[src/rtl/corr_ro_pkg.sv]
package corr_ro_pkg;

    localparam int DEF_CHANNELS = 32;
    localparam int DEF_OUT_W    = 16;

    typedef enum logic [2:0] {
        OP_IDLE      = 3'd0,
        OP_RESET     = 3'd1,
        OP_START     = 3'd2,
        OP_END       = 3'd3,
        OP_DUMP_BYTE = 3'd4,
        OP_DUMP_WORD = 3'd5
    } ro_op_e;

    function automatic logic is_dump(input ro_op_e op);
        return (op == OP_DUMP_BYTE) || (op == OP_DUMP_WORD);
    endfunction

endpackage

[src/rtl/ro_op_decode.sv]
module ro_op_decode
    import corr_ro_pkg::*;
(
    input  logic   rst,
    input  logic   ready,
    input  logic   start_req,
    input  logic   strobe,
    input  logic   byte_mode,
    input  logic   armed,
    input  logic   cnt_zero,
    output ro_op_e op
);

    always_comb begin
        if (rst) begin
            op = OP_RESET;
        end else if (ready && start_req) begin
            op = OP_START;
        end else if (ready && armed && cnt_zero) begin
            op = OP_END;
        end else if (ready && armed && strobe) begin
            op = byte_mode ? OP_DUMP_BYTE : OP_DUMP_WORD;
        end else begin
            op = OP_IDLE;
        end
    end

endmodule

[src/rtl/ro_pos_counter.sv]
module ro_pos_counter
    import corr_ro_pkg::*;
#(
    parameter  int CHANNELS = DEF_CHANNELS,
    localparam int CNT_W    = $clog2(2 * CHANNELS) + 1,
    localparam int IDX_W    = $clog2(CHANNELS) + 1
) (
    input  logic             clk,
    input  ro_op_e           op,
    input  logic             byte_mode,
    output logic             armed,
    output logic             cnt_zero,
    output logic [IDX_W-1:0] next_idx,
    output logic             clear_pulse
);

    localparam logic [CNT_W-1:0] LOAD_WORD = CNT_W'(CHANNELS);
    localparam logic [CNT_W-1:0] LOAD_BYTE = CNT_W'(2 * CHANNELS);

    logic [CNT_W-1:0] pos_q;
    logic [CNT_W-1:0] pos_dec;

    assign pos_dec  = pos_q - CNT_W'(1);
    assign cnt_zero = (pos_q == '0);
    assign next_idx = pos_dec[IDX_W-1:0];

    always_ff @(posedge clk) begin
        clear_pulse <= 1'b0;
        unique case (op)
            OP_RESET: begin
                pos_q <= '0;
                armed <= 1'b0;
            end
            OP_START: begin
                pos_q <= byte_mode ? LOAD_BYTE : LOAD_WORD;
                armed <= 1'b1;
            end
            OP_END: begin
                armed       <= 1'b0;
                clear_pulse <= 1'b1;
            end
            OP_DUMP_BYTE, OP_DUMP_WORD: begin
                pos_q <= pos_dec;
            end
            default: begin
            end
        endcase
    end

endmodule

[src/rtl/ro_out_stage.sv]
module ro_out_stage
    import corr_ro_pkg::*;
#(
    parameter  int CHANNELS = DEF_CHANNELS,
    parameter  int OUT_W    = DEF_OUT_W,
    localparam int IDX_W    = $clog2(CHANNELS) + 1,
    localparam int ADDR_W   = $clog2(CHANNELS),
    localparam int BYTE_W   = OUT_W / 2
) (
    input  logic              clk,
    input  ro_op_e            op,
    input  logic              byte_mode,
    input  logic [IDX_W-1:0]  next_idx,
    input  logic [OUT_W-1:0]  entry_hi,
    output logic [ADDR_W-1:0] chan_sel,
    output logic [OUT_W-1:0]  data
);

    logic [BYTE_W-1:0] lane;

    assign chan_sel = byte_mode ? next_idx[IDX_W-1:1] : next_idx[ADDR_W-1:0];
    assign lane     = next_idx[0] ? entry_hi[OUT_W-1 -: BYTE_W]
                                  : entry_hi[BYTE_W-1:0];

    always_ff @(posedge clk) begin
        if (op == OP_RESET) begin
            data <= '0;
        end else if (op == OP_DUMP_WORD) begin
            data <= entry_hi;
        end else if (is_dump(op)) begin
            data <= {{(OUT_W - BYTE_W){1'b0}}, lane};
        end
    end

endmodule

[src/rtl/corr_readout_seq.sv]
module corr_readout_seq
    import corr_ro_pkg::*;
#(
    parameter  int CHANNELS = DEF_CHANNELS,
    parameter  int OUT_W    = DEF_OUT_W,
    localparam int ADDR_W   = $clog2(CHANNELS),
    localparam int IDX_W    = $clog2(CHANNELS) + 1
) (
    input  logic              clk,
    input  logic              rst,
    input  logic              results_ready_i,
    input  logic              start_req_i,
    input  logic              strobe_i,
    input  logic              byte_mode_i,
    input  logic [OUT_W-1:0]  entry_hi_i,
    output logic [ADDR_W-1:0] chan_sel_o,
    output logic [OUT_W-1:0]  data_o,
    output logic              ready_clear_o
);

    ro_op_e           op;
    logic             armed;
    logic             cnt_zero;
    logic [IDX_W-1:0] next_idx;

    ro_op_decode u_decode (
        .rst       (rst),
        .ready     (results_ready_i),
        .start_req (start_req_i),
        .strobe    (strobe_i),
        .byte_mode (byte_mode_i),
        .armed     (armed),
        .cnt_zero  (cnt_zero),
        .op        (op)
    );

    ro_pos_counter #(.CHANNELS(CHANNELS)) u_counter (
        .clk         (clk),
        .op          (op),
        .byte_mode   (byte_mode_i),
        .armed       (armed),
        .cnt_zero    (cnt_zero),
        .next_idx    (next_idx),
        .clear_pulse (ready_clear_o)
    );

    ro_out_stage #(.CHANNELS(CHANNELS), .OUT_W(OUT_W)) u_out (
        .clk       (clk),
        .op        (op),
        .byte_mode (byte_mode_i),
        .next_idx  (next_idx),
        .entry_hi  (entry_hi_i),
        .chan_sel  (chan_sel_o),
        .data      (data_o)
    );

endmodule

[config.mk]
export PLATFORM = sky130hd
export DESIGN_NAME = corr_readout_seq
export DESIGN_NICKNAME = d
export VERILOG_FILES = /design/src/rtl/corr_ro_pkg.sv /design/src/rtl/ro_op_decode.sv /design/src/rtl/ro_pos_counter.sv /design/src/rtl/ro_out_stage.sv /design/src/rtl/corr_readout_seq.sv
export SDC_FILE = /design/constraint.sdc
export NUM_CORES = 1
export LEC_CHECK = 0
export BUFFER_PORTS_ARGS = -buffer_cell sky130_fd_sc_hd__buf_4
export CORE_MARGIN = 2
export CORE_UTILIZATION = 45
export DETAILED_ROUTE_END_ITERATION = 7
export HOLD_SLACK_MARGIN = 0.03
export PLACE_DENSITY = 0.75
export RECOVER_POWER = 100
export SYNTH_ARGS = -nofsm -noshare
export SYNTH_HDL_FRONTEND = slang
export SYNTH_HIERARCHICAL = 1
export SYNTH_SLANG_ARGS = --single-unit
[constraint.sdc]
create_clock -name clk -period 2.5 [get_ports clk]
set_input_delay 0 -clock clk [delete_from_list [all_inputs] [get_ports clk]]
set_output_delay 0 -clock clk [all_outputs]
set_load 0.01 [all_outputs]
==> summary.md <==
| Metric | Value |
|---|---|
| Die area | 0.003487 mm2 |
| Clk_skew | 0.006574 ns |
| Vias in the first global route | 1,140 |
| Outcome | completed |
| Via count | 1,287 |
| Initial antenna violation count | 0 |
| Fin crit period | 2.276 ns |
| Setup ws final | 0.2235 ns |
| Top cells by count, synth | 17 x dfxtp_1, 10 x nand3_1, 9 x o21ai_1 |
| Area growth syn-to-layout | 34.50% |
| Most frequent cell after synthesis | dfxtp_1 |
| Unique masters post-synth | 43 |
| Sequential-to-total area share from yosys stat | 42.57% |
| RSZ-0062 raised after global routing | false |
| Core area | 0.002829 mm2 |
| RR Startpoint | u_counter/pos_q[4] |
| Slew headroom | 49.01% |
| Cells after synthesis | 136 |
| Reg clk slew, reported paths | 0.14 ns |
| Yosys reg bits | 25 |
| Post-Syn Area | 0.001364 mm2 |
| Flop2flop setup slack | 0.22 ns |
| DRC violations left | 0 |
| Largest net degree at the start of global routing | 17 |
| TritonRoute pass-1 iters | 4 |
| Predominant post-synthesis flop cell | dfxtp_1 |
| Critical Path Fanout Max | 7 |
| FP Rows | 19 |
| P per Cell Area | 466.5 mW/mm2 |
| Area share of the largest cell type after synthesis | 24.95% |
| Crit path kind | flop to flop |
| H-tree depth | 1 |
| Die span in y | 59.05 um |
| Startpoint Class | flop |
| Max-cap violations | 0 |
| R2r endpoint | u_counter/pos_q[3] |
| Number of fill cells in the layout | 240 |
| Final core occ | 64.84% |
| Top cell type by total area after synthesis | dfxtp_1 |
| Fraction of registers with async set/reset | 0% |
| Gpl congestion | 0.7621 |
| Pins over their slew limit | 0 |
| Share of cells above drive strength 1 | 23.50% |
| Peak supply drop | 0.0002505 V |
| First-pass GRT wire length | 5188 um |
| I/O Buffers | 43 |
| Leakage Power | 0.0007661 uW |
| Design Power | 855.7 uW |
| Crit path cell chain | nor4_2, and3b_1, a21oi_1, o21bai_1, nor2_1, xnor2_1 |
| Period utilization | 91.06% |
| Clock latency on the worst-skew pair | 0.32 ns |
| Hold_sp | rst |
| Least-Margin Pin Slew | 0.7593 ns |
| Slowest cell delay on critical path | 0.61 ns |
| Postcts setup bufs | 0 |
| Synthesized Nets | 160 |
| # diodes | 0 |
| Worst slack, placed | 0.1507 ns |
| Initial Util | 48.21% |
| Hold Path Sink | u_counter/clear_pulse |
| Met1 usage | 29.43% |
| CP max stage cell | xnor2_1 |
| Nets@finish | 225 |
| Post-DP HPWL | 2370 um |
| Synthesis Warnings | 6 |
| Fmax | 439.3 MHz |
| Post-DR vias/cell | 5.571 |
| TritonCTS clock tree | done |
| DRT iter0 DRCs | 59 |
| Area contributors post-synth | dfxtp_1 25%, edfxtp_1 18%, a22o_1 5.1%, a31oi_1 3.7%, nand3_1 3.7% |
| CTS Buffer Depth | 2 |
| DRT Wirelength | 3264 um |
| CTS sink cnt | 25 |
| Multi-input logic area | 700.7 um2 |
| Register area | 580.6 um2 |
| Die extent in x | 59.05 um |
| Class of the worst hold path | primary input to flop |
| R2R cell count | 6 |
| Total CTS buffers | 3 |
| CP endpoint kind | flop |
| I/O pin count | 44 |
| ANT nets after route | 0 |
| Tot GR Track Use | 19.53% |
| Avg Inst Size Synth | 10.03 um2 |
| Grt total ovfl | 0 |
| Crit path arrival time | 2.24 ns |
| # setup viols final | 0 |
| Met3 GRT Util | 2.620% |
| Busiest grt layer | met2 |
| Critical path data required time | 2.46 ns |
| Post-synth EDFFs | 8 |
| Final hold violation count | 0 |
| Worst hold stages | 4 |
| Wire per inst | 14.13 um |
| Setup TNS | 0 ns |
| Routing usage on met2 | 29.68% |
| Root Driver | clkbuf_4 |
==> per-stage QoR <==
step | cells | hold WS [ns] | area [um2]
floorplan | 136 | 0.1135 | 1364
global placement | 211 | 0.2380 | 1727
detailed placement | 211 | 0.2407 | 1727
CTS | 231 | 0.2418 | 1916
global route | 231 | 0.2529 | 1834
finish | 231 | 0.2431 | 1834
==> cell families (layout without fill, tap and decap cells) <==
| family | count (synthesis) | after routing | share of synthesized area [%] |
|---|---|---|---|
| AO/OA/AOI/OAI | 39 | 39 | 18.99 |
| adder cells (fa/ha/maj) | 2 | 2 | 1.835 |
| XOR/XNOR | 5 | 5 | 3.211 |
| buffers and inverters | 13 | 77 | 6.147 |
| multiplexers | 5 | 5 | 4.036 |
| flip-flops | 25 | 25 | 42.57 |
| AND/OR/NAND/NOR | 47 | 47 | 23.21 |
==> what timing repair did <==
action | CTS | global route
hold buffers | 16 | 0
endpoints found under the setup margin | 0 | 3
resized for setup | 0 | 1
endpoints found under the hold margin | 16 | 0
==> how the worst max path moves through the flow <==
stage                  startpoint                 end  slack, ns  cells after the start
2_1_floorplan  u_counter/pos_q[4]  u_counter/pos_q[0]       0.11                      6
3_3_place_gp   u_counter/pos_q[1]       u_out/data[4]       0.25                      9
3_5_place_dp   u_counter/pos_q[4]       u_out/data[0]       0.15                      8
4_1_cts        u_counter/pos_q[4]       u_out/data[0]       0.12                      8
5_1_grt        u_counter/pos_q[0]       chan_sel_o[3]       0.02                      7
6_report       u_counter/pos_q[4]  u_counter/pos_q[3]       0.22                      6
==> critical path, delay by kind of cell, from the launching register on <==
family,cells,cell delay [ns]
flops,1,0.43
compound gates,2,0.22
xor+xnor,1,0.61
simple gates,3,0.67
==> registers in the layout, indices dropped and copies added, names as in the netlist <==
register	flops
u_out/data	16
u_counter/pos_q	7
u_counter/armed	1
u_counter/clear_pulse	1
==> area by class of cell <==
| cell class | count | share of cell area (%) |
|---|---|---|
| Clock buffer | 3 | 1.228 |
| Inverter | 6 | 1.364 |
| Timing Repair Buffer | 67 | 25.10 |
| Tap cell | 31 | 2.115 |
| Multi-Input combinational cell | 98 | 38.20 |
| Sequential cell | 25 | 31.65 |
| Clock inverter | 1 | 0.3411 |
==> per-layer routing <==
metal  share of wire, %  wire length [um]
met2                 48              1561
met4               0.58                19
met3                5.9               192
met5                  0                 0
met1                 46              1491
==> layout by cell type, fill, tap and decap left out, types with 2 or more instances in the layout <==
cell,instances
mux2_2,4
buf_4,29
dfxtp_1,17
ha_1,2
clkbuf_4,3
inv_1,5
and2_1,3
inv_4,2
nor4bb_1,2
nand2b_1,3
nor2_1,8
nand3_1,10
nand2_1,2
a31oi_1,8
xor2_1,4
dlygate4sd3_1,16
o21ai_1,7
edfxtp_1,8
a21oi_1,2
nor4_2,2
clkbuf_1,22
and3b_1,3
o21ai_0,9
nand3b_1,3
a22o_1,8
==> power breakdown <==
| part | total [uW] | internal (uW) | switching [uW] |
|---|---|---|---|
| clock | 187 | 62.2 | 125 |
| combinational | 216 | 108 | 108 |
| sequential | 453 | 440 | 13.6 |
Note: power is estimated with default switching activity, not from simulation.
